**src/rtl/hbus_pkg.sv**
```systemverilog
`timescale 1ns/1ps
package hbus_pkg;
  localparam int HB_DATA_W = 16;
  localparam int HB_ADDR_W = 8;
  localparam int HB_NUM_REGS = 4;
  localparam int HB_SYNC_STAGES = 2;

  typedef enum logic [1:0] {
    ACC_IDLE    = 2'd0,
    ACC_READ    = 2'd1,
    ACC_WRITE   = 2'd2,
    ACC_ILLEGAL = 2'd3
  } acc_e;
endpackage

```
**src/rtl/hbus_decode.sv**
```systemverilog
`timescale 1ns/1ps
module hbus_decode
  import hbus_pkg::*;
(
  input  logic cs_n,
  input  logic proto_sel,
  input  logic wen,
  input  logic rw,
  input  logic ale,
  input  logic wr_delay,
  output logic rd_act,
  output logic wr_eff,
  output logic bad_act
);
  acc_e kind;

  // Access kind from the control lines, per convention
  always_comb begin
    kind = ACC_IDLE;
    if (proto_sel) begin
      if (wen) kind = rw ? ACC_READ : ACC_WRITE;
    end else begin
      unique case ({wen, rw})
        2'b10:   kind = ACC_READ;
        2'b01:   kind = ACC_WRITE;
        2'b00:   kind = ACC_ILLEGAL;
        default: kind = ACC_IDLE;
      endcase
    end
  end

  always_comb begin
    rd_act  = !cs_n && (kind == ACC_READ);
    // write held off while the latch is open, when requested
    wr_eff  = !cs_n && (kind == ACC_WRITE) && !(wr_delay && ale);
    bad_act = !cs_n && (kind == ACC_ILLEGAL);
  end
endmodule

```
**src/rtl/hbus_sync.sv**
```systemverilog
`timescale 1ns/1ps
module hbus_sync #(
  parameter int W      = 1,
  parameter int STAGES = 2
) (
  input  logic         clk,
  input  logic         rst_n,
  input  logic [W-1:0] d,
  output logic [W-1:0] q
);
  logic [W-1:0] st   [STAGES];
  logic [W-1:0] st_nxt [STAGES];

  always_comb begin
    st_nxt[0] = d;
    for (int k = 1; k < STAGES; k++) st_nxt[k] = st[k-1];
  end

  always_ff @(posedge clk or negedge rst_n) begin
    if (!rst_n) begin
      for (int k = 0; k < STAGES; k++) st[k] <= '0;
    end else begin
      for (int k = 0; k < STAGES; k++) st[k] <= st_nxt[k];
    end
  end

  assign q = st[STAGES-1];
endmodule

```
**src/rtl/hbus_regfile.sv**
```systemverilog
`timescale 1ns/1ps
module hbus_regfile #(
  parameter int DW   = 16,
  parameter int AW   = 8,
  parameter int NREG = 4,
  parameter logic [AW-1:0] BASE = 8'h20
) (
  input  logic          clk,
  input  logic          rst_n,
  input  logic          wr_en,
  input  logic [AW-1:0] wr_addr,
  input  logic [DW-1:0] wr_data,
  input  logic [AW-1:0] rd_addr,
  output logic [DW-1:0] rd_data
);
  logic [NREG*DW-1:0] flat;

  for (genvar i = 0; i < NREG; i++) begin : g_reg
    localparam logic [AW-1:0] MY_ADDR = BASE + AW'(i);
    logic [DW-1:0] q;
    logic [DW-1:0] q_nxt;
    logic          hit;

    always_comb begin
      hit   = wr_en && (wr_addr == MY_ADDR);
      q_nxt = hit ? wr_data : q;
    end

    always_ff @(posedge clk or negedge rst_n) begin
      if (!rst_n) q <= '0;
      else        q <= q_nxt;
    end

    assign flat[i*DW +: DW] = q;
  end

  // Unmapped addresses fall through to zero
  always_comb begin
    rd_data = '0;
    for (int k = 0; k < NREG; k++) begin
      if (rd_addr == BASE + AW'(k)) rd_data = flat[k*DW +: DW];
    end
  end
endmodule

```
**src/rtl/hbus_host_if.sv**
```systemverilog
`timescale 1ns/1ps
module hbus_host_if
  import hbus_pkg::*;
#(
  parameter int DATA_W   = HB_DATA_W,
  parameter int ADDR_W   = HB_ADDR_W,
  parameter int NUM_REGS = HB_NUM_REGS,
  parameter int SYNC_N   = HB_SYNC_STAGES,
  parameter logic [ADDR_W-1:0] REG_BASE = 8'h20
) (
  input  logic              clk,
  input  logic              rst_n,
  input  logic              proto_sel,
  input  logic              wr_delay,
  input  logic              ale,
  input  logic              cs_n,
  input  logic              wen,
  input  logic              rw,
  input  logic [ADDR_W-1:0] addr_in,
  input  logic [DATA_W-1:0] data_in,
  output logic [DATA_W-1:0] data_out,
  output logic              data_oe,
  output logic              proto_err
);
  logic              rst_q_n;
  logic              rd_act, wr_eff, bad_act;
  logic [1:0]        sync_q;
  logic              wr_s, bad_s;
  logic              wr_s_d, wr_s_d_nxt;
  logic              wr_commit;
  logic [ADDR_W-1:0] addr_q, addr_nxt;
  logic [DATA_W-1:0] wdata_q, wdata_nxt;
  logic              err_q, err_nxt;
  logic [DATA_W-1:0] rd_data;

  // Reset asserted asynchronously, released on the clock
  hbus_sync #(.W(1), .STAGES(SYNC_N)) u_rst_sync (
    .clk(clk), .rst_n(rst_n), .d(1'b1), .q(rst_q_n)
  );

  hbus_decode u_decode (
    .cs_n(cs_n), .proto_sel(proto_sel), .wen(wen), .rw(rw),
    .ale(ale), .wr_delay(wr_delay),
    .rd_act(rd_act), .wr_eff(wr_eff), .bad_act(bad_act)
  );

  hbus_sync #(.W(2), .STAGES(SYNC_N)) u_strobe_sync (
    .clk(clk), .rst_n(rst_q_n), .d({bad_act, wr_eff}), .q(sync_q)
  );
  assign {bad_s, wr_s} = sync_q;

  always_comb begin
    addr_nxt   = ale ? addr_in : addr_q;
    wdata_nxt  = wr_s ? data_in : wdata_q;
    wr_s_d_nxt = wr_s;
    err_nxt    = err_q | bad_s;
    wr_commit  = wr_s_d && !wr_s;
  end

  always_ff @(posedge clk or negedge rst_q_n) begin
    if (!rst_q_n) begin
      addr_q  <= '0;
      wdata_q <= '0;
      wr_s_d  <= 1'b0;
      err_q   <= 1'b0;
    end else begin
      addr_q  <= addr_nxt;
      wdata_q <= wdata_nxt;
      wr_s_d  <= wr_s_d_nxt;
      err_q   <= err_nxt;
    end
  end

  hbus_regfile #(
    .DW(DATA_W), .AW(ADDR_W), .NREG(NUM_REGS), .BASE(REG_BASE)
  ) u_regs (
    .clk(clk), .rst_n(rst_q_n), .wr_en(wr_commit), .wr_addr(addr_q),
    .wr_data(wdata_q), .rd_addr(addr_q), .rd_data(rd_data)
  );

  assign data_oe   = rd_act;
  assign data_out  = rd_act ? rd_data : '0;
  assign proto_err = err_q;
endmodule

```
**config.mk**
```make
export PLATFORM = sky130hd
export DESIGN_NAME = hbus_host_if
export DESIGN_NICKNAME = d
export VERILOG_FILES = /design/src/rtl/hbus_pkg.sv /design/src/rtl/hbus_decode.sv /design/src/rtl/hbus_sync.sv /design/src/rtl/hbus_regfile.sv /design/src/rtl/hbus_host_if.sv
export SDC_FILE = /design/constraint.sdc
export NUM_CORES = 1
export LEC_CHECK = 0
export BUFFER_PORTS_ARGS = -buffer_cell sky130_fd_sc_hd__buf_4
export CORE_MARGIN = 4
export CORE_UTILIZATION = 57
export CTS_BUF_LIST = sky130_fd_sc_hd__clkbuf_4 sky130_fd_sc_hd__clkbuf_8 sky130_fd_sc_hd__clkbuf_16
export DETAILED_ROUTE_END_ITERATION = 7
export MAX_ROUTING_LAYER = met4
export PLACE_DENSITY_LB_ADDON = 0.1
export SYNTH_ARGS = -nofsm -noshare
export SYNTH_HDL_FRONTEND = slang
export SYNTH_SLANG_ARGS = --single-unit
```
**constraint.sdc**
```tcl
create_clock -name clk -period 3.7 [get_ports clk]
set_clock_uncertainty 0.2 [all_clocks]
set_input_delay 0 -clock clk [delete_from_list [all_inputs] [get_ports clk]]
set_output_delay 0 -clock clk [all_outputs]
set_load 0.01 [all_outputs]
```
---- After elaboration in Yosys (flattened, before gate mapping) ----
Cells that the tools add are included.
Widths: inputs -> output; s select.
word-level totals
  register bits after elaboration ......... 96
  output and inout port bits .............. 18
  logic and storage cells ................. 45
cells by class
  equality and inequality tests ........... 9
  muxes and demuxes ....................... 9
  bitwise operators ....................... 1
  reduce and logical (&&, ||, !) cells .... 14
operators with widths
  operator            count
  $mux 16             5
  $eq 8x6->1 const B  4
  $logic_and 1x1->1   10
  $eq 2x2->1 const B  3
  $mux 2              3
  $pmux 2 s3          1
  $eq 2x1->1 const B  2
  $logic_not 1->1     3
  $logic_not 2->1     1
  $or 1x1->1          1

---- Logic depth before layout (Yosys ltp) ----
Gate-level depths: netlist of the first run.
  word-level depth ........................ 6
  mapped depth ............................ 6
  gate-level depth less buffers ........... 3

---- Cells and area by module ----
From an unflattened synthesis of the first run, not the netlist that was laid out.
second synthesis, totals
  cell total of the unflattened synthesis .. 266
  area total of the unflattened synthesis .. 4292.9 um^2
by module, submodules not included
  module                     times used  cells each  area an instance (um^2)  seq. area each (um^2)
  hbus_regfile               1           179         2960.3                   1601.5
  hbus_host_if               1           73          1113.6                   650.6
  hbus_sync (u_strobe_sync)  1           6           115.1                    100.1
  hbus_decode                1           6           53.8                     0.0
  hbus_sync (u_rst_sync)     1           2           50.0                     50.0

---- Worst setup path before layout of the first run ----
No wires, ideal clock.
  path type ............................... flip-flop to flip-flop
  start point ............................. register addr_q[4]
  end point ............................... register u_regs.g_reg[3].q[10]
  library setup time ...................... 0.125 ns
  data arrival time ....................... 1.640 ns
  slack ................................... 1.735 ns
  cell stages (with the launch flop) ...... 6
  path buffers ............................ 2
  period minus slack after synthesis ...... 1.965 ns
  cell sequence ........................... dfrtp_1 > nor4b_4 > and4_1 > buf_4 > buf_4 > mux2_2
on the way
  cells in the longest elaborated chain, start to end .. 2
RTL lines
  item                      RTL line            RTL
  start: declaration        hbus_host_if.sv:31  logic [ADDR_W-1:0] addr_q, addr_nxt;
  start signal: assignment  hbus_host_if.sv:67  addr_q <= addr_nxt;
  $eq 8x6->1                hbus_regfile.sv:25  hit = wr_en && (wr_addr == MY_ADDR);
  $logic_and 1x1->1         hbus_regfile.sv:25
  end signal: assignment    hbus_regfile.sv:31  else q <= q_nxt;
  end: declaration          hbus_regfile.sv:20  logic [DW-1:0] q;
No other way between the ends.
A chain may end at the register's enable or synchronous reset.

---- Final worst setup path of the first run ----
  start point ............................. register u_strobe_sync.st (netlist bit u_strobe_sync.q[0])
  end point ............................... register u_regs.g_reg[3].q[1]
on the way
  cells in the longest elaborated chain, start to end .. 3
RTL lines
  item                RTL line            RTL
  start: declaration  hbus_sync.sv:11     logic [W-1:0] st [STAGES];
  $logic_not 1->1     hbus_host_if.sv:57  wr_commit = wr_s_d && !wr_s;
  $logic_and 1x1->1   hbus_host_if.sv:57
  $logic_and 1x1->1   hbus_regfile.sv:25
No other way between the ends.

==> impl_summary.log, run 1 <==
INFO  metric ys.flop_type = sky130_fd_sc_hd__dfrtp_1
INFO  metric layout_commonest_cell = sky130_fd_sc_hd__dfrtp_1
INFO  metric placeableCoreArea = 6910 µm²
INFO  metric initial_antenna_violation_count = 0
INFO  metric post-cts-setup-buffer-count = 0
INFO  metric drt_iter0_drc = 100
INFO  metric ys_async_sr_fraction = 100%
INFO  metric wirelength = 7.67 mm
INFO  metric hold_viol_final = 0
INFO  metric ff_latch_area = 2410 µm²
INFO  metric num_vias = about 2400
INFO  metric grt_start_max_net_pins = 79
INFO  metric syn_area_cell = 16.4 µm²
INFO  metric max_cap_viol_count = 0
INFO  metric ant_nets = 0
INFO  metric irDropWorstVdd = between 0.3 and 0.4 mV
INFO  metric grt.total_usage = 20.3%
INFO  metric yosysWarnings = 0
INFO  metric clock_sink_count = 96
INFO  metric post-route-period-util = 72.5%
INFO  metric drt-pass1-iter-count = 4
INFO  metric power_density = about 400 nW/µm²
INFO  metric crit_arrival = 2.71 ns
INFO  metric routedWlPerCell = ~17 µm
INFO  metric report.final.slew_viol_count = 0
INFO  metric place.port_buffers = approximately 50
INFO  metric multiInputGateArea = between 1500 and 2000 µm²
INFO  metric criticalPathCategory = reg2reg
INFO  metric worstPathMaxFanout = 18
INFO  metric die-height = 92.9 µm
INFO  metric grt_setup_unrepaired = false
INFO  metric synth.lib_cells_used.distinct = 22
INFO  metric required = 3.73 ns
INFO  metric grt.met3_usage = 4.79%
INFO  metric synth_nets = between 200 and 300
INFO  metric netlist_instances = 250
INFO  metric fraction_of_final_layout_cells_with_drive_strength_greater_than_1 = 52.3%
INFO  metric fill_cells = 460
INFO  metric clk_root_buffer_cell = sky130_fd_sc_hd__clkbuf_8
INFO  metric cts_tree = built
INFO  metric effective_utilization_at_floorplan = 59.5%
INFO  metric area_growth = 24.9%
INFO  metric drcViolationCount = 0
INFO  metric grt.overflow.total = 0
INFO  metric outcome = finished, final reports clean
INFO  metric final_cell_count_no_fill = between 400 and 500
INFO  metric pin_count = 50
INFO  metric place.detailed.instances = 386
INFO  metric synth-seq-area-share = about three fifths
INFO  metric timing.critical_path.from_type = flip-flop
INFO  metric groute.layer.met1.usage = a little over a quarter
INFO  metric timing.final.ws_setup = 1.02 ns
INFO  metric fmax_achieved = between 300 and 400 MHz
INFO  metric most-common-layout-cells = 95 x sky130_fd_sc_hd__dfrtp_1, 88 x sky130_fd_sc_hd__mux2_2, 53 x sky130_fd_sc_hd__buf_4
INFO  metric setup_tns = 0 ns
INFO  metric dpl_worst_slack = roughly 0.98 ns
INFO  metric edff_count_synth = 0
INFO  metric finish.net_count = ~370
INFO  metric number_of_synthesized_register_bits = 96
INFO  metric cts_resized = 0
INFO  metric per_cell_via_count_in_the_routed_design = roughly 5.3
INFO  metric report.final.setup_viol = 0
INFO  metric worstSetupEndpointType = flip-flop
INFO  metric clock_path_buffers = 2
INFO  metric timing.slew.headroom = ~34%
INFO  metric first_global_vias = 2631
INFO  metric routabilityCongestion = around 0.7
INFO  metric grt_pass1_wl = 13.1 mm
INFO  metric place_hpwl = 4.54 mm
INFO  metric tritoncts.num_buffers = 9
INFO  metric syn_area = approximately 4100 µm²
INFO  metric leakage = 2.46 nW
INFO  metric clk_latency = 0.35 ns
INFO  metric rows = 30
INFO  metric fp.dieArea = 8630 µm²
INFO  metric worstHoldPathType = reg2reg
INFO  metric grt_use_met2 = 32.9%
INFO  metric period_needed = 2.68 ns
INFO  metric die_width = 92.9 µm
INFO  metric path_clk_slew = 0.09 ns
INFO  metric grt.busiest_layer = met2
INFO  metric antenna_cells = 0
INFO  metric cts_max_level = 3
INFO  metric worst_slew_pin_slew = 0.986 ns
## routing by layer
layer  routed length, µm  share of wire, %  vias up
met5                   0                 0        -
met3                 238               3.1        9
met2                3850                50       38
met4                  54              0.70        0
li1                    -                 -     1082
met1                3530                46     1221
## cell usage after synthesis, types with 2 or more instances
| master | number | area (µm²) |
|---|---|---|
| sky130_fd_sc_hd__mux2_2 | 88 | 991 |
| sky130_fd_sc_hd__mux4_2 | 16 | 360 |
| sky130_fd_sc_hd__buf_2 | 4 | 20.0 |
| sky130_fd_sc_hd__nand4_2 | 3 | 37.5 |
| sky130_fd_sc_hd__dfrtp_1 | 96 | 2400 |
| sky130_fd_sc_hd__buf_4 | 3 | 22.5 |
| sky130_fd_sc_hd__nor2b_1 | 21 | 131 |
| sky130_fd_sc_hd__nor2_1 | 2 | 7.51 |
| sky130_fd_sc_hd__buf_1 | 2 | 7.51 |
| sky130_fd_sc_hd__clkbuf_1 | 2 | 7.51 |
| sky130_fd_sc_hd__buf_6 | 2 | 22.5 |
## registers in the layout, summed over array words and instances (netlist names)
register          count
u_rst_sync.st         1
wdata_q              16
u_rst_sync.q          1
u_regs.g.q           64
wr_s_d                1
addr_q                8
u_strobe_sync.q       2
u_strobe_sync.st      2
proto_err             1
## cell type report
type / count / share of cell area (%)
Clock buffer: 11 / 2.83
Clock inverter: 5 / 1.10
Timing Repair Buffer: 91 / 15.2
Sequential cell: 96 / 46.9
Tap cell: 96 / 2.34
Multi-Input combinational cell: 141 / 31.7
## critical path, stage by stage, from the launching register on
cell,delay (ns)
sky130_fd_sc_hd__dfrtp_1,0.73
sky130_fd_sc_hd__nor2b_1,0.45
sky130_fd_sc_hd__and4_1,0.78
sky130_fd_sc_hd__mux2_2,0.41
## where the power goes
group | leakage [nW] | internal [W] | switching (W)
logic | 1.08 | 0.000132 | 0.0000510
clock network | 0.103 | 0.000338 | 0.000342
registers | 1.28 | 0.00111 | 0.0000982
total | 2.46 | 0.00158 | 0.000491
## through the flow
step | total power (W) | hold WS [ns] | util [%] | cell area [µm²]
after floorplan | 0.00131 | -0.496 | - | 4110
after global placement | 0.00137 | -0.418 | 65.9 | 4550
after detailed placement | 0.00138 | -0.415 | 65.9 | 4550
after CTS | 0.00209 | 0.149 | 74.3 | 5130
after global routing | 0.00217 | 0.163 | 74.3 | 5130
final | 0.00208 | 0.160 | 74.3 | 5130
## worst paths after layout
check / from / endpoint / slack (ns) / cells past startpoint
hold / removal: u_rst_sync.st[1]$_DFF_PN0_ / u_rst_sync.q$_DFF_PN0_ / 0.16 / 0
setup reg to reg: u_strobe_sync.q[0]$_DFF_PN0_ / u_regs.g_reg[3].q[1]$_DFFE_PN0P_ / 1.02 / 3
hold reg to reg: u_rst_sync.st[1]$_DFF_PN0_ / u_rst_sync.q$_DFF_PN0_ / 0.16 / 0
min in group asynchronous: u_rst_sync.q$_DFF_PN0_ / addr_q[6]$_DFFE_PN0P_ / 0.29 / 0
max in group asynchronous: u_rst_sync.q$_DFF_PN0_ / u_regs.g_reg[3].q[1]$_DFFE_PN0P_ / 2.27 / 1
setup / recovery: u_strobe_sync.q[0]$_DFF_PN0_ / u_regs.g_reg[3].q[1]$_DFFE_PN0P_ / 1.02 / 3
## cell families (layout without fill, tap and decap cells)
group,Yosys count,count (layout),synth area share (%)
multiplexers,104,104,32.9
flip-flops,96,96,58.5
XOR/XNOR,1,1,0.213
AND/OR/NAND/NOR,34,34,6.15
buffers and inverters,13,107,1.95
AO/OA/AOI/OAI,1,1,0.213
other,1,1,0.0913
## repair_timing
| item | in CTS | in global routing |
|---|---|---|
| hold endpoints to repair | 28 | 0 |
| hold buffers | 38 | 0 |
| endpoints found under the setup margin | 0 | 0 |
(Power assumes the default switching activity.)
==> run 2, diff against run 1 <==
ABC_AREA = 1   (was unset)
CORE_UTILIZATION = 58   (was 57)
clock period = 2.6 ns   (was 3.7 ns; I/O delays follow)
==> impl_summary.log, run 2 <==
INFO  metric netlist.top_cell.by_area = sky130_fd_sc_hd__dfrtp_1
INFO  metric per_cell_via_count_in_the_routed_design = 5.21 (-2.4%)
INFO  metric fill_cells = 560 (+22%)
INFO  metric area_growth = 23.7%
INFO  metric cts_resized = 0 (unchanged)
INFO  metric syn_area_cell = 8.65 µm² (-47%)
INFO  metric groute.layer.met1.usage = 37.7% (+11 points)
INFO  metric path_clk_slew = 0.09 ns (about the same)
INFO  metric hold_viol_final = 0 (unchanged)
INFO  metric required = 2.40 ns (-1.33 ns)
INFO  metric timing.critical_path.from_type = flip-flop
INFO  metric place.detailed.instances = 651 (+69%)
INFO  metric ys_top_cells_by_area = sky130_fd_sc_hd__dfrtp_1 53%, sky130_fd_sc_hd__nand2_1 14%, sky130_fd_sc_hd__o21ai_1 5.3%
INFO  metric grt.busiest_layer = met1
INFO  metric clock_sink_count = 96 (unchanged)
INFO  metric crit_path_start = addr_q[4]$_DFFE_PN0P_
INFO  metric synth_nets = 551 (+95%)
INFO  metric timing.slew.headroom = 45.2% (+11 points)
INFO  metric max_flop_register = u_regs.g.q
INFO  metric outcome = finished, final reports clean
INFO  metric drcViolationCount = 0 (unchanged)
INFO  metric synth.lib_cells_used.distinct = 29 (+32%)
INFO  metric criticalPathCategory = reg2out
INFO  metric postLayoutCoreUtil = 75.4% (+1.1 points)
INFO  metric num_vias = 3722 (+58%)
INFO  metric grt.met3_usage = 4.22% (-0.57 points)
INFO  metric post-synth-top-count-cell = sky130_fd_sc_hd__nand2_1
INFO  metric number_of_synthesized_register_bits = 96 (unchanged)
INFO  metric irDropWorstVdd = 0.396 mV (+13%)
INFO  metric grt_pass1_wl = 17.7 mm (+36%)
INFO  metric fraction_of_final_layout_cells_with_drive_strength_greater_than_1 = 19.3% (-33 points)
INFO  metric finish.net_count = 642 (+73%)
INFO  metric first_global_vias = 3463 (+32%)
INFO  metric cts_max_level = 3 (unchanged)
INFO  metric largest_reg_flops = 64 (unchanged)
INFO  metric cts_tree = built
INFO  metric rows = 31 (+3.3%)
INFO  metric tritoncts.num_buffers = 9 (unchanged)
INFO  metric grt_setup_unrepaired = false
INFO  metric pin_count = 50 (unchanged)
INFO  metric leakage = 2.55 nW (+3.7%)
INFO  metric max_cap_viol_count = 0 (unchanged)
INFO  metric holdBufCountCts = 47 (+24%)
INFO  metric setup_tns = 0 ns (unchanged)
INFO  metric clk_latency = 0.35 ns (about the same)
INFO  metric most-common-layout-cells = 163 x sky130_fd_sc_hd__nand2_1, 95 x sky130_fd_sc_hd__dfrtp_1, 59 x sky130_fd_sc_hd__buf_4
INFO  metric placeableCoreArea = 7370 µm² (+6.7%)
INFO  metric ys.flop_type = sky130_fd_sc_hd__dfrtp_1
INFO  metric post-route-period-util = 92.6%
INFO  metric power_density = 550 nW/µm² (+36%)
INFO  metric routabilityCongestion = 0.871 (+22%)
INFO  metric grt_use_met2 = 36.9% (+3.9 points)
INFO  metric effective_utilization_at_floorplan = 60.9% (+1.5 points)
INFO  metric crit_arrival = 2.21 ns (-0.50 ns)
INFO  metric drt_iter0_drc = 281 (+180%)
INFO  metric die-height = 96.0 µm (+3.3%)
INFO  metric synth_largest_type_area_fraction = 53.5% (-5.0 points)
INFO  metric worstPathMaxFanout = 26 (+8)
INFO  metric wirelength = 10.4 mm (+36%)
INFO  metric layout_commonest_cell = sky130_fd_sc_hd__nand2_1
INFO  metric place_hpwl = 6.65 mm (+47%)
INFO  metric ys_async_sr_fraction = 100% (unchanged)
INFO  metric final_cell_count_no_fill = 714 (+62%)
INFO  metric worst_slew_pin_slew = 0.819 ns (-0.167 ns)
INFO  metric clock_path_buffers = 2 (unchanged)
INFO  metric grt.total_usage = 25.8% (+5.5 points)
INFO  metric post-cts-setup-buffer-count = 0 (unchanged)
INFO  metric grt_start_max_net_pins = 67 (-15%)
INFO  metric report.final.slew_viol_count = 0 (unchanged)
INFO  metric period_needed = 2.41 ns
INFO  metric routedWlPerCell = 14.6 µm (-16%)
INFO  metric place.port_buffers = 49 (unchanged)
INFO  metric ys_top_cells_by_count = 163 x sky130_fd_sc_hd__nand2_1, 96 x sky130_fd_sc_hd__dfrtp_1, 53 x sky130_fd_sc_hd__inv_1, 48 x sky130_fd_sc_hd__o21ai_1, 26 x sky130_fd_sc_hd__o21ai_0
INFO  metric edff_count_synth = 0 (unchanged)
INFO  metric netlist_instances = 519 (+110%)
INFO  metric grt.overflow.total = 0 (unchanged)
INFO  metric worst_r2r_startpoint = addr_q[4]$_DFFE_PN0P_
INFO  metric die_width = 96.0 µm (+3.3%)
INFO  metric fmax_achieved = 415 MHz
INFO  metric worstSetupEndpointType = primary output
INFO  metric drt-pass1-iter-count = 6 (+2)
INFO  metric yosysWarnings = 0 (unchanged)
INFO  metric initial_antenna_violation_count = 0 (unchanged)
INFO  metric registers_with_the_most_flip_flops = u_regs.g.q: 64 flops, wdata_q: 16 flops, addr_q: 8 flops
INFO  metric report.final.setup_viol = 0 (unchanged)
INFO  metric syn_area = 4490 µm² (+9.3%)
INFO  metric synth-seq-area-share = 53.5% (-5.0 points)
INFO  metric clk_root_buffer_cell = sky130_fd_sc_hd__clkbuf_8
INFO  metric antenna_cells = 0 (unchanged)
INFO  metric fp.dieArea = 9210 µm² (+6.8%)
INFO  metric worstHoldPathType = reg2async
INFO  metric ant_nets = 0 (unchanged)
run 2: cell type report:
class,count,area (µm²),area share (%)
multi-input cells,339,1690,30.5
repair buffers,107,933,16.8
inverters,57,214,3.85
clock buffers,12,159,2.86
clock inverters,4,26.3,0.473
well taps,99,124,2.23
flip-flops and latches,96,2410,43.3
run 2: routing by layer:
| metal | up-vias | wire length, µm |
|---|---|---|
| met4 | 0 | 156 |
| met1 | 1751 | 4970 |
| met5 | - | 0 |
| li1 | 1840 | - |
| met3 | 17 | 628 |
| met2 | 114 | 4640 |
run 2: path summary, 6_finish.rpt:
check	cells past startpoint	slack, ns	endpoint
worst min-delay path	0	0.06	u_strobe_sync.st[3]$_DFF_PN0_
max in group asynchronous	1	1.47	wdata_q[1]$_DFFE_PN0P_
worst max-delay path	9	0.19	data_out[8]
min in group clk	0	0.16	u_rst_sync.q$_DFF_PN0_
worst min register to register	0	0.06	u_strobe_sync.st[3]$_DFF_PN0_
worst max register to register	8	0.55	u_regs.g_reg[1].q[3]$_DFFE_PN0P_
run 2: where the power goes:
part	internal, W	total, W	switching [W]
combinational	0.000163	0.000471	0.000307
sequential	0.00161	0.00167	0.0000604
clock	0.000412	0.000917	0.000506
run 2: metrics by stage:
| step | hold WS [ns] | setup slack [ns] | power, W | area (µm²) |
|---|---|---|---|---|
| floorplan | -0.496 | 0.785 | 0.00195 | 4490 |
| global placement | -0.418 | 0.673 | 0.00208 | 4900 |
| detailed placement | -0.416 | 0.623 | 0.00210 | 4900 |
| CTS | 0.0808 | 0.230 | 0.00307 | 5560 |
| global route | 0.0999 | 0.0500 | 0.00321 | 5560 |
| finish | 0.0607 | 0.191 | 0.00306 | 5560 |
run 2: cells by family after synthesis:
kind of cell | Yosys count | synth area share (%)
AO/OA/AOI/OAI | 118 | 15.8
XOR/XNOR | 1 | 0.195
buffers and inverters | 84 | 8.80
flip-flops | 96 | 53.5
other | 1 | 0.0835
AND/OR/NAND/NOR | 219 | 21.6
run 2: critical path: stages, from the launching register on:
cell	delay, ns
sky130_fd_sc_hd__dfrtp_1	0.39
sky130_fd_sc_hd__inv_1	0.07
sky130_fd_sc_hd__nand2_1	0.09
sky130_fd_sc_hd__nor2_4	0.26
sky130_fd_sc_hd__buf_4	0.35
sky130_fd_sc_hd__nand2_1	0.22
sky130_fd_sc_hd__nand2_1	0.11
sky130_fd_sc_hd__nor2_1	0.05
sky130_fd_sc_hd__nor2_1	0.15
sky130_fd_sc_hd__buf_4	0.15
==> run 3, diff against run 2 <==
ABC_AREA = unset   (was 1)
CORE_UTILIZATION = 57   (was 58)
==> impl_summary.log, run 3 (synthesis results as in run 1) <==
INFO  metric postLayoutCoreUtil = 75.6% (+0.22 points)
INFO  metric post-route-period-util = 88.9% (-3.8 points)
INFO  metric die_width = 92.9 µm (-3.2%)
INFO  metric ant_nets = 0 (unchanged)
INFO  metric first_global_vias = 2657 (-23%)
INFO  metric worstPathMaxFanout = 7 (-73%)
INFO  metric per_cell_via_count_in_the_routed_design = 5.34 (+2.4%)
INFO  metric power_density = 575 nW/µm² (+4.5%)
INFO  metric effective_utilization_at_floorplan = 59.5% (-1.5 points)
INFO  metric hold_viol_final = 0 (unchanged)
INFO  metric drcViolationCount = 0 (unchanged)
INFO  metric criticalPathCategory = reg2reg
INFO  metric clk_root_buffer_cell = sky130_fd_sc_hd__clkbuf_8
INFO  metric holdBufCountCts = 38 (-19%)
INFO  metric post-cts-setup-buffer-count = 0 (unchanged)
INFO  metric required = 2.64 ns (+0.24 ns)
INFO  metric most-common-layout-cells = 95 x sky130_fd_sc_hd__dfrtp_1, 88 x sky130_fd_sc_hd__mux2_2, 59 x sky130_fd_sc_hd__buf_4
INFO  metric clock_sink_count = 96 (unchanged)
INFO  metric grt_setup_unrepaired = false
INFO  metric place_hpwl = 4.93 mm (-26%)
INFO  metric die-height = 92.9 µm (-3.2%)
INFO  metric largest_reg_flops = 64 (unchanged)
INFO  metric fraction_of_final_layout_cells_with_drive_strength_greater_than_1 = 53.4% (+34 points)
INFO  metric tritoncts.num_buffers = 9 (unchanged)
INFO  metric cts_resized = 0 (unchanged)
INFO  metric report.final.slew_viol_count = 0 (unchanged)
INFO  metric setup_tns = 0 ns (unchanged)
INFO  metric drt_iter0_drc = 71 (-75%)
INFO  metric area_growth = 27.1%
INFO  metric grt.total_usage = 20.6% (-5.2 points)
INFO  metric routedWlPerCell = 17.5 µm (+20%)
INFO  metric grt_start_max_net_pins = 53 (-21%)
INFO  metric fmax_achieved = 433 MHz (+4.2%)
INFO  metric rows = 30 (-3.2%)
INFO  metric placeableCoreArea = 6910 µm² (-6.3%)
INFO  metric report.final.setup_viol = 0 (unchanged)
INFO  metric grt_pass1_wl = 13.2 mm (-25%)
INFO  metric timing.slew.headroom = 58.0% (+13 points)
INFO  metric max_cap_viol_count = 0 (unchanged)
INFO  metric pin_count = 50 (unchanged)
INFO  metric antenna_cells = 0 (unchanged)
INFO  metric path_clk_slew = 0.09 ns (about the same)
INFO  metric worstSetupEndpointType = flip-flop
INFO  metric timing.final.ws_setup = 0.289 ns (+0.0979 ns)
INFO  metric worstHoldPathType = reg2async
INFO  metric routabilityCongestion = 0.747 (-14%)
INFO  metric wirelength = 7.83 mm (-25%)
INFO  metric drt-pass1-iter-count = 4 (-2)
INFO  metric worst_slew_pin_slew = 0.629 ns (-0.190 ns)
INFO  metric registers_with_the_most_flip_flops = u_regs.g.q: 64 flops, wdata_q: 16 flops, addr_q: 8 flops
INFO  metric max_flop_register = u_regs.g.q
INFO  metric dpl_worst_slack = 0.313 ns (-0.310 ns)
INFO  metric initial_antenna_violation_count = 0 (unchanged)
INFO  metric leakage = 2.51 nW (-1.8%)
INFO  metric outcome = finished, final reports clean
INFO  metric irDropWorstVdd = 0.391 mV (-1.3%)
INFO  metric finish.net_count = 379 (-41%)
INFO  metric cts_max_level = 3 (unchanged)
INFO  metric crit_arrival = 2.35 ns (+0.14 ns)
INFO  metric cts_tree = built
INFO  metric period_needed = 2.31 ns (-0.0979 ns)
INFO  metric fp.dieArea = 8630 µm² (-6.4%)
INFO  metric timing.critical_path.from_type = flip-flop
INFO  metric clk_latency = 0.35 ns (about the same)
INFO  metric worst_hold_margin = 0.126 ns (+0.0657 ns)
INFO  metric num_vias = 2391 (-36%)
INFO  metric layout_commonest_cell = sky130_fd_sc_hd__dfrtp_1
INFO  metric clock_path_buffers = 2 (unchanged)
INFO  metric place.port_buffers = 49 (unchanged)
INFO  metric grt.overflow.total = 0 (unchanged)
==> run 3: cell types whose count changed in the layout (fill, tap and decap cells not counted), sizes merged, moves of 16 or more <==
cell   change
a21oi     -17
inv       -58
mux2      +88
mux4      +16
nand2    -167
nand3     -25
nor2      -20
nor2b     +21
o21ai     -90
==> run 3: where the power goes <==
| part | leakage, nW | internal (W) | switching [W] |
|---|---|---|---|
| Sequential | 1.28 | 0.00159 | 0.000123 |
| Combinational | 1.13 | 0.000195 | 0.0000980 |
| Clock | 0.101 | 0.000494 | 0.000506 |
| Total | 2.51 | 0.00228 | 0.000727 |
==> run 3: per-layer routing <==
metal  share of wire [%]  GRT usage, %
met4                 1.0          6.96
met3                 3.5          2.84
met2                  50          32.6
met1                  46          27.8
met5                   0             -
==> run 3: final cells by class <==
type / count / area (µm²)
sequential: 96 / 2410
fill: 453 / 1690
multi-input combinational: 141 / 1630
timing repair buffer: 99 / 863
clock buffer: 11 / 151
tap: 96 / 120
clock inverter: 5 / 55.1
==> run 3: worst max-delay path: stages (launching register included) <==
cell and delay, ns:
sky130_fd_sc_hd__dfrtp_1 0.42, sky130_fd_sc_hd__nor4b_4 0.44, sky130_fd_sc_hd__and4_1 0.54, sky130_fd_sc_hd__buf_4 0.25, sky130_fd_sc_hd__mux2_2 0.35
==> run 3: final timing paths <==
| check | startpoint | end | slack (ns) | cells after the start |
|---|---|---|---|---|
| worst min register to register | u_rst_sync.q$_DFF_PN0_ | addr_q[4]$_DFFE_PN0P_ | 0.13 | 0 |
| min in group clk | u_strobe_sync.st[3]$_DFF_PN0_ | u_strobe_sync.q[1]$_DFF_PN0_ | 0.16 | 0 |
| worst min-delay path | u_rst_sync.q$_DFF_PN0_ | addr_q[4]$_DFFE_PN0P_ | 0.13 | 0 |
| max in group asynchronous | u_rst_sync.q$_DFF_PN0_ | u_regs.g_reg[0].q[14]$_DFFE_PN0P_ | 1.42 | 1 |
| worst max-delay path | addr_q[4]$_DFFE_PN0P_ | u_regs.g_reg[3].q[0]$_DFFE_PN0P_ | 0.29 | 4 |
| worst max register to register | addr_q[4]$_DFFE_PN0P_ | u_regs.g_reg[3].q[0]$_DFFE_PN0P_ | 0.29 | 4 |
==> run 3: through the flow <==
step / power [W] / area [µm²] / std cells
after global placement: 0.00197 / 4630 / 394
after floorplan: 0.00186 / 4110 / 250
after detailed placement: 0.00198 / 4630 / 394
final: 0.00300 / 5220 / 448
after CTS: 0.00301 / 5220 / 448
after global routing: 0.00314 / 5220 / 448
